File: src/rtl/thermal_guard.sv
module thermal_guard #(
  parameter int CW = 12,
  parameter int DW = 8,
  parameter int PW = 32
) (
  input  logic        clk,
  input  logic        rst_n,
  input  logic [7:0]  bus_addr,
  input  logic        bus_wr,
  input  logic [31:0] bus_wdata,
  output logic [31:0] bus_rdata,
  input  logic        adc_valid,
  input  logic [11:0] adc_code0,
  input  logic [11:0] adc_code1,
  output logic        sample_req,
  output logic        irq,
  output logic        shut_rst,
  output logic        shut_gpio
);
  localparam logic [7:0] A_CTRL = 8'h00, A_IEN = 8'h04, A_PEND = 8'h08, A_PER = 8'h0C,
                         A_PERH = 8'h10, A_DEB = 8'h14, A_SMP0 = 8'h18, A_SMP1 = 8'h1C,
                         A_WRN0 = 8'h20, A_WRN1 = 8'h24, A_SHT0 = 8'h28, A_SHT1 = 8'h2C,
                         A_LOW0 = 8'h30, A_LOW1 = 8'h34;
  localparam logic [8:0] PMASK = 9'h13F;
  localparam logic [8:0] IMASK = 9'h10F;
  localparam logic [DW-1:0] DMAX = '1;

  logic [5:0]    ctrl;
  logic [8:0]    ien, pend, setv, clr;
  logic [PW-1:0] per, perh, cnt;
  logic [DW-1:0] debw, debs;
  logic [CW-1:0] smp [2];
  logic [CW-1:0] thw [2];
  logic [CW-1:0] ths [2];
  logic [CW-1:0] thl [2];
  logic [CW-1:0] code [2];
  logic [DW-1:0] wc [2];
  logic [DW-1:0] sc [2];
  logic [DW-1:0] wc_n [2];
  logic [DW-1:0] sc_n [2];
  logic [1:0]    hot, hit, take, hi_set, sh_set, lo_set, over_w, over_s;
  logic          acc, act_r, act_g;

  assign code[0] = adc_code0;
  assign code[1] = adc_code1;
  assign acc = adc_valid && ctrl[0];

  always_comb begin
    for (int i = 0; i < 2; i++) begin
      take[i]   = acc && ctrl[1+i];
      over_w[i] = code[i] >= thw[i];
      over_s[i] = code[i] >= ths[i];
      wc_n[i]   = over_w[i] ? ((wc[i] == DMAX) ? wc[i] : wc[i] + DW'(1)) : '0;
      sc_n[i]   = over_s[i] ? ((sc[i] == DMAX) ? sc[i] : sc[i] + DW'(1)) : '0;
      hi_set[i] = take[i] && over_w[i] && wc_n[i] >= debw;
      sh_set[i] = take[i] && over_s[i] && sc_n[i] >= debs;
      lo_set[i] = take[i] && ctrl[4+i] && code[i] <= thl[i];
    end
    setv = {acc, 2'b00, sh_set, lo_set, hi_set};
    clr  = (bus_wr && bus_addr == A_PEND) ? bus_wdata[8:0] : 9'h000;
  end

  always_ff @(posedge clk or negedge rst_n) begin
    if (!rst_n) begin
      ctrl <= '0; ien <= '0; pend <= '0; per <= '0; perh <= '0; cnt <= '0;
      debw <= '0; debs <= '0; hot <= '0; hit <= '0;
      for (int i = 0; i < 2; i++) begin
        smp[i] <= '0; thw[i] <= '0; ths[i] <= '0; thl[i] <= '0; wc[i] <= '0; sc[i] <= '0;
      end
    end else begin
      if (!ctrl[0])        cnt <= '0;
      else if (cnt == '0)  cnt <= (|hot) ? perh : per;
      else                 cnt <= cnt - PW'(1);
      for (int i = 0; i < 2; i++) begin
        if (take[i]) begin
          smp[i] <= code[i];
          hot[i] <= over_w[i];
          wc[i]  <= wc_n[i];
          sc[i]  <= sc_n[i];
        end
        if (sh_set[i]) hit[i] <= 1'b1;
      end
      pend <= ((pend & ~clr) | setv) & PMASK;
      if (bus_wr) begin
        case (bus_addr)
          A_CTRL: ctrl <= bus_wdata[5:0];
          A_IEN:  ien  <= bus_wdata[8:0];
          A_PER:  per  <= bus_wdata[PW-1:0];
          A_PERH: perh <= bus_wdata[PW-1:0];
          A_DEB:  begin debw <= bus_wdata[DW-1:0]; debs <= bus_wdata[2*DW-1:DW]; end
          A_WRN0: thw[0] <= bus_wdata[CW-1:0];
          A_WRN1: thw[1] <= bus_wdata[CW-1:0];
          A_SHT0: ths[0] <= bus_wdata[CW-1:0];
          A_SHT1: ths[1] <= bus_wdata[CW-1:0];
          A_LOW0: thl[0] <= bus_wdata[CW-1:0];
          A_LOW1: thl[1] <= bus_wdata[CW-1:0];
          default: ;
        endcase
      end
    end
  end

  always_comb begin
    case (bus_addr)
      A_CTRL:  bus_rdata = 32'(ctrl);
      A_IEN:   bus_rdata = 32'(ien);
      A_PEND:  bus_rdata = 32'(pend);
      A_PER:   bus_rdata = 32'(per);
      A_PERH:  bus_rdata = 32'(perh);
      A_DEB:   bus_rdata = 32'({debs, debw});
      A_SMP0:  bus_rdata = 32'(smp[0]);
      A_SMP1:  bus_rdata = 32'(smp[1]);
      A_WRN0:  bus_rdata = 32'(thw[0]);
      A_WRN1:  bus_rdata = 32'(thw[1]);
      A_SHT0:  bus_rdata = 32'(ths[0]);
      A_SHT1:  bus_rdata = 32'(ths[1]);
      A_LOW0:  bus_rdata = 32'(thl[0]);
      A_LOW1:  bus_rdata = 32'(thl[1]);
      default: bus_rdata = '0;
    endcase
  end

  assign act_r      = |(hit & ien[5:4]);
  assign act_g      = |(hit & ien[7:6]);
  assign shut_rst   = ctrl[3] ? act_r : ~act_r;
  assign shut_gpio  = ctrl[3] ? act_g : ~act_g;
  assign irq        = |(pend & ien & IMASK);
  assign sample_req = ctrl[0] && (cnt == '0);

  p_smp_hold_r2: assert property (@(posedge clk) disable iff (!rst_n)
    !(adc_valid && ctrl[0]) |=> $stable(smp[0]) && $stable(smp[1]));
  p_req_gap_r3: assert property (@(posedge clk) disable iff (!rst_n)
    sample_req && ((|hot) ? perh : per) != '0 |=> !sample_req);
  p_hi_cause_r5: assert property (@(posedge clk) disable iff (!rst_n)
    $rose(pend[0]) |-> $past(adc_valid && ctrl[0] && ctrl[1]));
  p_latch_r6: assert property (@(posedge clk) disable iff (!rst_n)
    hit[0] || hit[1] |=> (hit & $past(hit)) == $past(hit));
  p_idle_r7: assert property (@(posedge clk) disable iff (!rst_n)
    hit == 2'b00 |-> shut_rst == !ctrl[3] && shut_gpio == !ctrl[3]);
  p_irq_src_r10: assert property (@(posedge clk) disable iff (!rst_n)
    irq |-> pend != 9'h000);
endmodule

File: config.mk
export PLATFORM = sky130hd
export DESIGN_NAME = thermal_guard
export DESIGN_NICKNAME = d
export VERILOG_FILES = /design/src/rtl/thermal_guard.sv
export SDC_FILE = /design/constraint.sdc
export NUM_CORES = 1
export LEC_CHECK = 0
export BUFFER_PORTS_ARGS = -buffer_cell sky130_fd_sc_hd__buf_2
export CORE_ASPECT_RATIO = 0.5
export CORE_UTILIZATION = 60
export DETAILED_ROUTE_END_ITERATION = 10
export PLACE_DENSITY = 0.79
export SLEW_MARGIN = 30
export SYNTH_ARGS = -nofsm -noshare
export SYNTH_HDL_FRONTEND = slang
export SYNTH_SLANG_ARGS = --single-unit
File: constraint.sdc
create_clock -name clk -period 3.5 [get_ports clk]
set_clock_uncertainty 0.05 [all_clocks]
set_input_delay 0.7 -clock clk [delete_from_list [all_inputs] [get_ports clk]]
set_output_delay 0.7 -clock clk [all_outputs]
set_load 0.03 [all_outputs]
* Word level (Yosys, flattened, before mapping)
Cells that the tools add are included.
Storage, ports and cells: register bits 266, input bits 68, output and inout bits 36
Operators by class: add/subtract/negate cells 5, magnitude comparators 10, equality and inequality tests 17, mux-type cells 15, bitwise gates (word level) 8, reductions and logical operators 34
Operator list (number):
- case mux 32 bit (14 select lines) | 1
- 2-to-1 mux 32 bit | 3
- 2-to-1 mux 8 bit | 8
- == test 8 x 6 -> 1 bit, second input constant | 6
- >= comparator 12 bit | 4
- adder 8 x 1 -> 8 bit, second input constant | 4
- == test 8 x 5 -> 1 bit, second input constant | 4
- == test 8 bit, second input constant | 4
- >= comparator 8 bit | 4
- logical NOT 32 bit | 1
- subtractor 32 x 1 -> 32 bit, second input constant | 1
- less-or-equal comparator 12 bit | 2
- AND reduction 2 bit | 11
- bitwise AND 9 bit | 2
- logical AND 1 bit | 17
- == test 8 x 4 -> 1 bit, second input constant | 2
- 2-to-1 mux 9 bit | 1
- inverter 9 bit | 1
- bitwise OR 9 bit | 1
- == test 8 x 3 -> 1 bit, second input constant | 1
- logical NOT 8 bit | 1
- OR reduction 2 bit | 3
- OR reduction 5 bit | 1
- bitwise AND 2 bit | 2
- other kinds (2) | 4

* Logic depth before layout (Yosys ltp)
Gate-level depths: netlist of run 1.
depth after elaboration 6, mapped depth 16, mapped depth without buffers 15

* Worst setup path before layout of run 1
OpenSTA, ideal clock, no wires.
path type input -> output, start point input port bus_addr[3], end point output port bus_rdata[8], data arrival time 2768 ps, required time 2750 ps, path slack -18 ps, stages 6, buffers on the path 3, path through clkbuf_1 nor4b_1 clkbuf_1 clkbuf_1 a222oi_1 o21ai_0
On the way: cells in the longest elaborated chain, start to end 2, elaborated cells between the ends (all ways) 15, classes of those cells 13 x eq/ne; 1 x mux; 1 x reduce/logical
RTL lines:
- start, declared | line 8 | input logic [7:0] bus_addr,
- == test 8 x 6 -> 1 bit, or another cell as far along | line 104 | case (bus_addr)
- case mux 32 bit (14 select lines) (*) | line 104
- end, declared | line 11 | output logic [31:0] bus_rdata,
Every way passes the cells marked *; elsewhere a longest branch is shown, timed or not.

* Worst setup path after layout of run 1
start point input port bus_addr[0], end point output port bus_rdata[1]
The elaborated chain is that of the path after synthesis.

==> impl_metrics.toml, run 1 <==
[pwr]
clockPowerShare_pct = 31.8
leakagePower_nw = 8.78
cellPowerDensity_nw_per_um2 = 511
p_comb_share_pct = 30.9
peakVddDrop_v = 0.000384
power_switching_mw = 3.20
switching_share_pct = 35.2
power_frac_seq_pct = 37.3
p_int_mw = 5.90
finalPower_mw = 9.10

[die]
core_area_um2 = 25400
dieArea_um2 = 26700
fp.dieW_um = 230
floorplan.initialDensity_pct = 61.6
ios = 104
fp-row-count = 41
die_y_um = 116

[route]
via_count = 13453
drc = 0
drt-total-wl_um = 49700
vias_per_cell = 6.49
ant_nets = 0
wl_per_cell_um = 24.0
firstDrtPassIters = 6
dr.first_iter.drc_count = 1599

[yosys]
synth_top_area_share_pct = 42.6
synthFlopType = "dfrtp_1"
synth-seq-cells = 266
synthTopCellsByArea = "dfrtp_1, mux2_2, ha_1"
yosys_warnings = 0
post-synth-top-count-cell = "dfrtp_1"
synthDistinctLibCells = 66
synth-edff-count = 0
synth_area_leader_cell = "dfrtp_1"
synth_common_cells = "dfrtp_1, mux2_2, nand2_1"
syn_inst = 1585
synth_area_um2 = 15600
synth-async-reset-ratio_pct = 100
synth_seq_area_share_pct = 42.6
avgSynthCellArea_um2 = 9.86
synth_nets = 1763

[worst_setup_path]
crit_path_top_delay_cell = "a222oi_1"
regToRegSetupSlack_ns = 0.16
crit_path_frequent_cell = "buf_2"
cp-end-kind = "output port"
crit_type = "primary input to output port"
crit_buf_inv = 3
crit_family = "compound AO/OA/AOI/OAI gates"
arrival_ns = 2.71
cp_max_fo = 16
worstSetupEndpoint = "bus_rdata[1]"
reg2reg_depth = 16
rr_endpoint = "pend[0]$_DFF_PN0_"
cp.depth = 8
crit_start = "bus_addr[0]"
cp_data_required_time_ns = 2.75
r2r_start = "thw[16]$_DFFE_PN0P_"
cpPeakStageDelay_ns = 0.63
cp-start-kind = "primary input"
path_cells = "buf_2 -> nor2_1 -> and3_1 -> buf_12 -> a222oi_1 -> o22ai_1 -> a211o_1 -> buf_2"

[global_route]
grt_max_degree = 89
grt_pass1_vias = 13174
grt_usage_pct = 37.2
grt_overflow_total = 0
grt_pass1_wl_um = 75300
antenna_found_initial = 3

[clock_network]
htreeDepth = 1
cts_num_sinks = 266
clockBufferDepth = 3
root_buffer = "clkbuf_16"
ctsHoldBuffers = 0
cts_tree = "yes"
clkLatencyLatePin_ns = 0.55
cts_buffers = 25
clk_pin_slew_ns = 0.06

[run_status]
status = "finished, final reports clean"

[worst_hold_path]
holdCritPathClass = "primary input to asynchronous set/reset pin"

[run]
drv_cap = 0

[timing]
maxSlewHeadroom_pct = 43.9
drv_slew = 0
setup_slack_ns = 0.0414
hold_violations = 0
tightest_slew_ns = 0.839
final.setup.tns_ns = 0
timing.fmax_mhz = 289
period_share_pct = 98.8
period_needed_ns = 3.46
finalSetupViolCount = 0

[finish]
stdcell_count = 2072
syn_to_final_growth_pct = 13.9
seq_area_um2 = 6660
final_nets = 1886
multiInputGateArea_um2 = 8370
drive_above_1_share_pct = 24.9
fillers = 1949
stdcell_area_um2 = 17800

[place]
post-place-cells = 2023
hpwlAfterDp_um = 36200
gp_congestion = 1.01
io_buffer_count = 103
dp_slack_ns = -0.263
placed_cell_area_um2 = 16900
cells in the final DEF (no fill, tap or decap), drive strengths merged, types with 18 or more instances in the layout:
master,n
and3,35
mux2,186
a21oi,108
nand2,186
nand3,48
inv,91
xnor2,24
a222oi,18
o21ai,78
dfrtp,266
nor2,86
nor3,23
clkbuf,39
buf,177
a22oi,28
a22o,22
ha,110
power groups by stage:
stage	Combinational (mW)	Sequential (mW)	Clock, mW
after global placement	2.61	3.43	0
final	2.81	3.39	2.89
after detailed placement	2.73	3.44	0
after global routing	3.09	3.40	3.04
after floorplan	2.01	3.38	0
after CTS	2.76	3.38	2.91
logic make-up (layout without fill, tap and decap cells):
kind of cell               Yosys count  count (layout)  synth area share, %
and+or+nand+nor                    470             470                 14.4
muxes                              194             194                 14.0
other                                0               2                    0
xor gates and xnor gates            36              36                 2.02
AOI/OAI and AO/OA                  338             338                 14.0
adders and majority gates          110             110                 8.80
buffers and inverters              171             312                 4.15
DFF                                266             266                 42.6
routing by layer:
metal  track usage (%)  vias up  part of all wire, %
met5                 0        -                    0
met4              15.1        0                  3.9
met3              9.74      129                  8.9
met2              59.7      634                   45
met1              48.9     6708                   42
li1                  -     5982                    -
repair_timing:
action,in CTS,in global routing
resized for setup,0,6
buffers inserted,0,2
endpoints found under the setup margin,0,4
area by class of cell:
type,instances,share of cell area [%]
Inverter,90,1.90
Timing Repair Buffer,177,6.42
Multi-Input combinational cell,1148,47.0
Tap cell,344,2.42
Sequential cell,266,37.4
Clock inverter,6,0.485
Antenna cell,2,0.0281
Clock buffer,39,4.32
registers in the layout (all words and copies together) (netlist names):
register	count
cnt	32
thw	24
thl	24
per	32
hit	2
smp	24
perh	32
sc	16
debw	8
debs	8
ien	9
pend	7
wc	16
hot	2
ths	24
ctrl	6
worst min-delay path by stage:
stage / startpoint / to / slack, ns / depth (start not counted)
2_1_floorplan: rst_n / cnt[0]$_DFF_PN0_ / 0.35 / 0
3_3_place_gp: smp[5]$_DFFE_PN0P_ / smp[5]$_DFFE_PN0P_ / 0.41 / 2
3_5_place_dp: smp[1]$_DFFE_PN0P_ / smp[1]$_DFFE_PN0P_ / 0.42 / 2
4_1_cts: rst_n / perh[29]$_DFFE_PN0P_ / 0.04 / 1
5_1_grt: rst_n / perh[29]$_DFFE_PN0P_ / 0.07 / 1
6_report: rst_n / per[29]$_DFFE_PN0P_ / 0.04 / 1
per-stage QoR:
stage	hold slack (ns)	utilization, %
after global placement	0.411	66.6
after floorplan	0.354	-
after CTS	0.0435	69.9
after global routing	0.0685	70.1
after detailed placement	0.418	66.6
final	0.0368	70.1
(Power assumes the default switching activity.)
==> inputs of run 2 (changes only) <==
PLACE_DENSITY = not set   (was 0.79)
PLACE_DENSITY_LB_ADDON = 0.1   (was not set)
==> impl_metrics.toml, run 2 (synthesis results as in run 1) <==
[run_status]
status = "finished with violations"
violations = "setup timing"

[route]
vias_per_cell = 6.43
firstDrtPassIters = 10
wl_met2_um = 22200
ant_nets = 0
dr.first_iter.drc_count = 1467
drc = 0
m1WireLength_um = 20400
routed.top_layer = "met4"
via_count = 13464
drt-total-wl_um = 49200
wl_per_cell_um = 23.5
routed-wl-met3_um = 4430

[global_route]
antenna_found_initial = 2
grt_max_degree = 75
grt_overflow_total = 0
grt_usage_pct = 37.0
grt_pass1_vias = 12947
grt_pass1_wl_um = 74100

[run]
drv_cap = 0

[pwr]
cellPowerDensity_nw_per_um2 = 516
p_comb_share_pct = 30.7
p_int_mw = 6.09
switching_share_pct = 34.6
peakVddDrop_v = 0.000796
leakagePower_nw = 8.94
power_switching_mw = 3.22
power_frac_seq_pct = 36.5
clockPowerShare_pct = 32.8

[timing]
finalSetupViolCount = 1
timing.fmax_mhz = 285
period_share_pct = 100
tightest_slew_ns = 0.796
setup_slack_ns = -0.00887
maxSlewHeadroom_pct = 46.8
hold_violations = 0
period_needed_ns = 3.51
drv_slew = 0

[clock_network]
cts_tree = "yes"
clk_pin_slew_ns = 0.07
clockBufferDepth = 3
htreeDepth = 1
root_buffer = "clkbuf_16"
cts_num_sinks = 266
clkLatencyLatePin_ns = 0.56
cts_buffers = 25

[worst_setup_path]
reg2reg_depth = 17
cp_data_required_time_ns = 2.75
cp.depth = 7
crit_start = "bus_addr[3]"
arrival_ns = 2.76
r2r_start = "thw[17]$_DFFE_PN0P_"
cp-end-kind = "output port"
crit_type = "primary input to output port"
cp_max_fo = 6
regToRegSetupSlack_ns = 0.09
cpPeakStageDelay_ns = 0.50
rr_endpoint = "pend[0]$_DFF_PN0_"
crit_buf_inv = 2
cp-start-kind = "primary input"
worstSetupEndpoint = "bus_rdata[8]"
crit_path_top_delay_cell = "a211oi_1"
crit_path_frequent_cell = "buf_2"
path_cells = "buf_2 -> and3_1 -> a222oi_1 -> a21oi_1 -> a211oi_1 -> o21ai_1 -> buf_2"
crit_family = "compound AO/OA/AOI/OAI gates"

[finish]
reg_top3 = "cnt x32, per x32, perh x32"
stdcell_count = 2095
multiInputGateArea_um2 = 8380
seq_area_um2 = 6660
fillers = 1930
diodes = 0
final_common_cell = "dfrtp_1"
final_util_pct = 71.0
drive_above_1_share_pct = 26.3
syn_to_final_growth_pct = 15.3
final_nets = 1913
layout_common_cells = "dfrtp_1, mux2_2, nand2_1"

[die]
fp-row-count = 41
die_y_um = 116
core_area_um2 = 25400
ios = 104
fp.dieW_um = 230
floorplan.initialDensity_pct = 61.6
dieArea_um2 = 26700

[place]
io_buffer_count = 103
hpwlAfterDp_um = 36700
gp_congestion = 1.05
dp_slack_ns = -0.277
post-place-cells = 2047

[worst_hold_path]
holdCritPathClass = "primary input to asynchronous set/reset pin"
run 2: worst register-to-register path: cells and delay by family (launching register included):
family	cells	cell delay, ns
adders and majority gates	2	0.53
DFF	1	0.40
buffers and inverters	3	0.37
AOI/OAI and AO/OA	7	1.15
and+or+nand+nor	5	0.78
run 2: power groups by stage:
| stage | sequential, mW | combinational (mW) | clock (mW) |
|---|---|---|---|
| 4_1_cts | 3.39 | 2.84 | 3.08 |
| 6_report | 3.40 | 2.86 | 3.05 |
| 5_1_grt | 3.41 | 3.12 | 3.20 |
| 3_5_place_dp | 3.44 | 2.77 | 0 |
| 2_1_floorplan | 3.38 | 2.01 | 0 |
| 3_3_place_gp | 3.43 | 2.68 | 0 |
run 2: per-stage QoR:
step	total power, mW	cell area (µm²)	hold WS, ns	setup TNS, ns
after global placement	6.11	17000	0.409	-0.307
after global routing	9.73	18000	0.121	-0.0339
final	9.30	18000	0.0533	-0.00887
after floorplan	5.39	15600	0.354	0
after detailed placement	6.21	17000	0.421	-0.747
after CTS	9.30	18000	0.101	0
run 2: worst min path at each step:
| stage | endpoint | slack (ns) | cells after the start |
|---|---|---|---|
| after CTS | cnt[29]$_DFF_PN0_ | 0.10 | 1 |
| after floorplan | cnt[0]$_DFF_PN0_ | 0.35 | 0 |
| after global placement | smp[3]$_DFFE_PN0P_ | 0.41 | 2 |
| after global routing | cnt[29]$_DFF_PN0_ | 0.12 | 1 |
| after detailed placement | smp[23]$_DFFE_PN0P_ | 0.42 | 2 |
| final | cnt[28]$_DFF_PN0_ | 0.05 | 1 |
run 2: final cells by class:
type,instances,share of cell area [%]
repair buffers,204,7.26
clock inverters,11,1.05
flip-flops and latches,266,36.9
inverters,90,1.87
well taps,344,2.39
clock buffers,32,4.00
multi-input cells,1148,46.5
run 2: metal layers:
metal	track usage, %	vias to the layer above
li1	-	6032
met1	48.4	6701
met2	59.2	598
met3	9.84	133
met4	14.7	0
met5	0	-
run 2: timing repair:
| item | in CTS | in global routing |
|---|---|---|
| endpoints found under the setup margin | 1 | 7 |
| pin swaps | 1 | 2 |
| setup buffers | 1 | 4 |
| resized for setup | 0 | 9 |
| hold buffers | 0 | 0 |
| gates cloned | 0 | 0 |
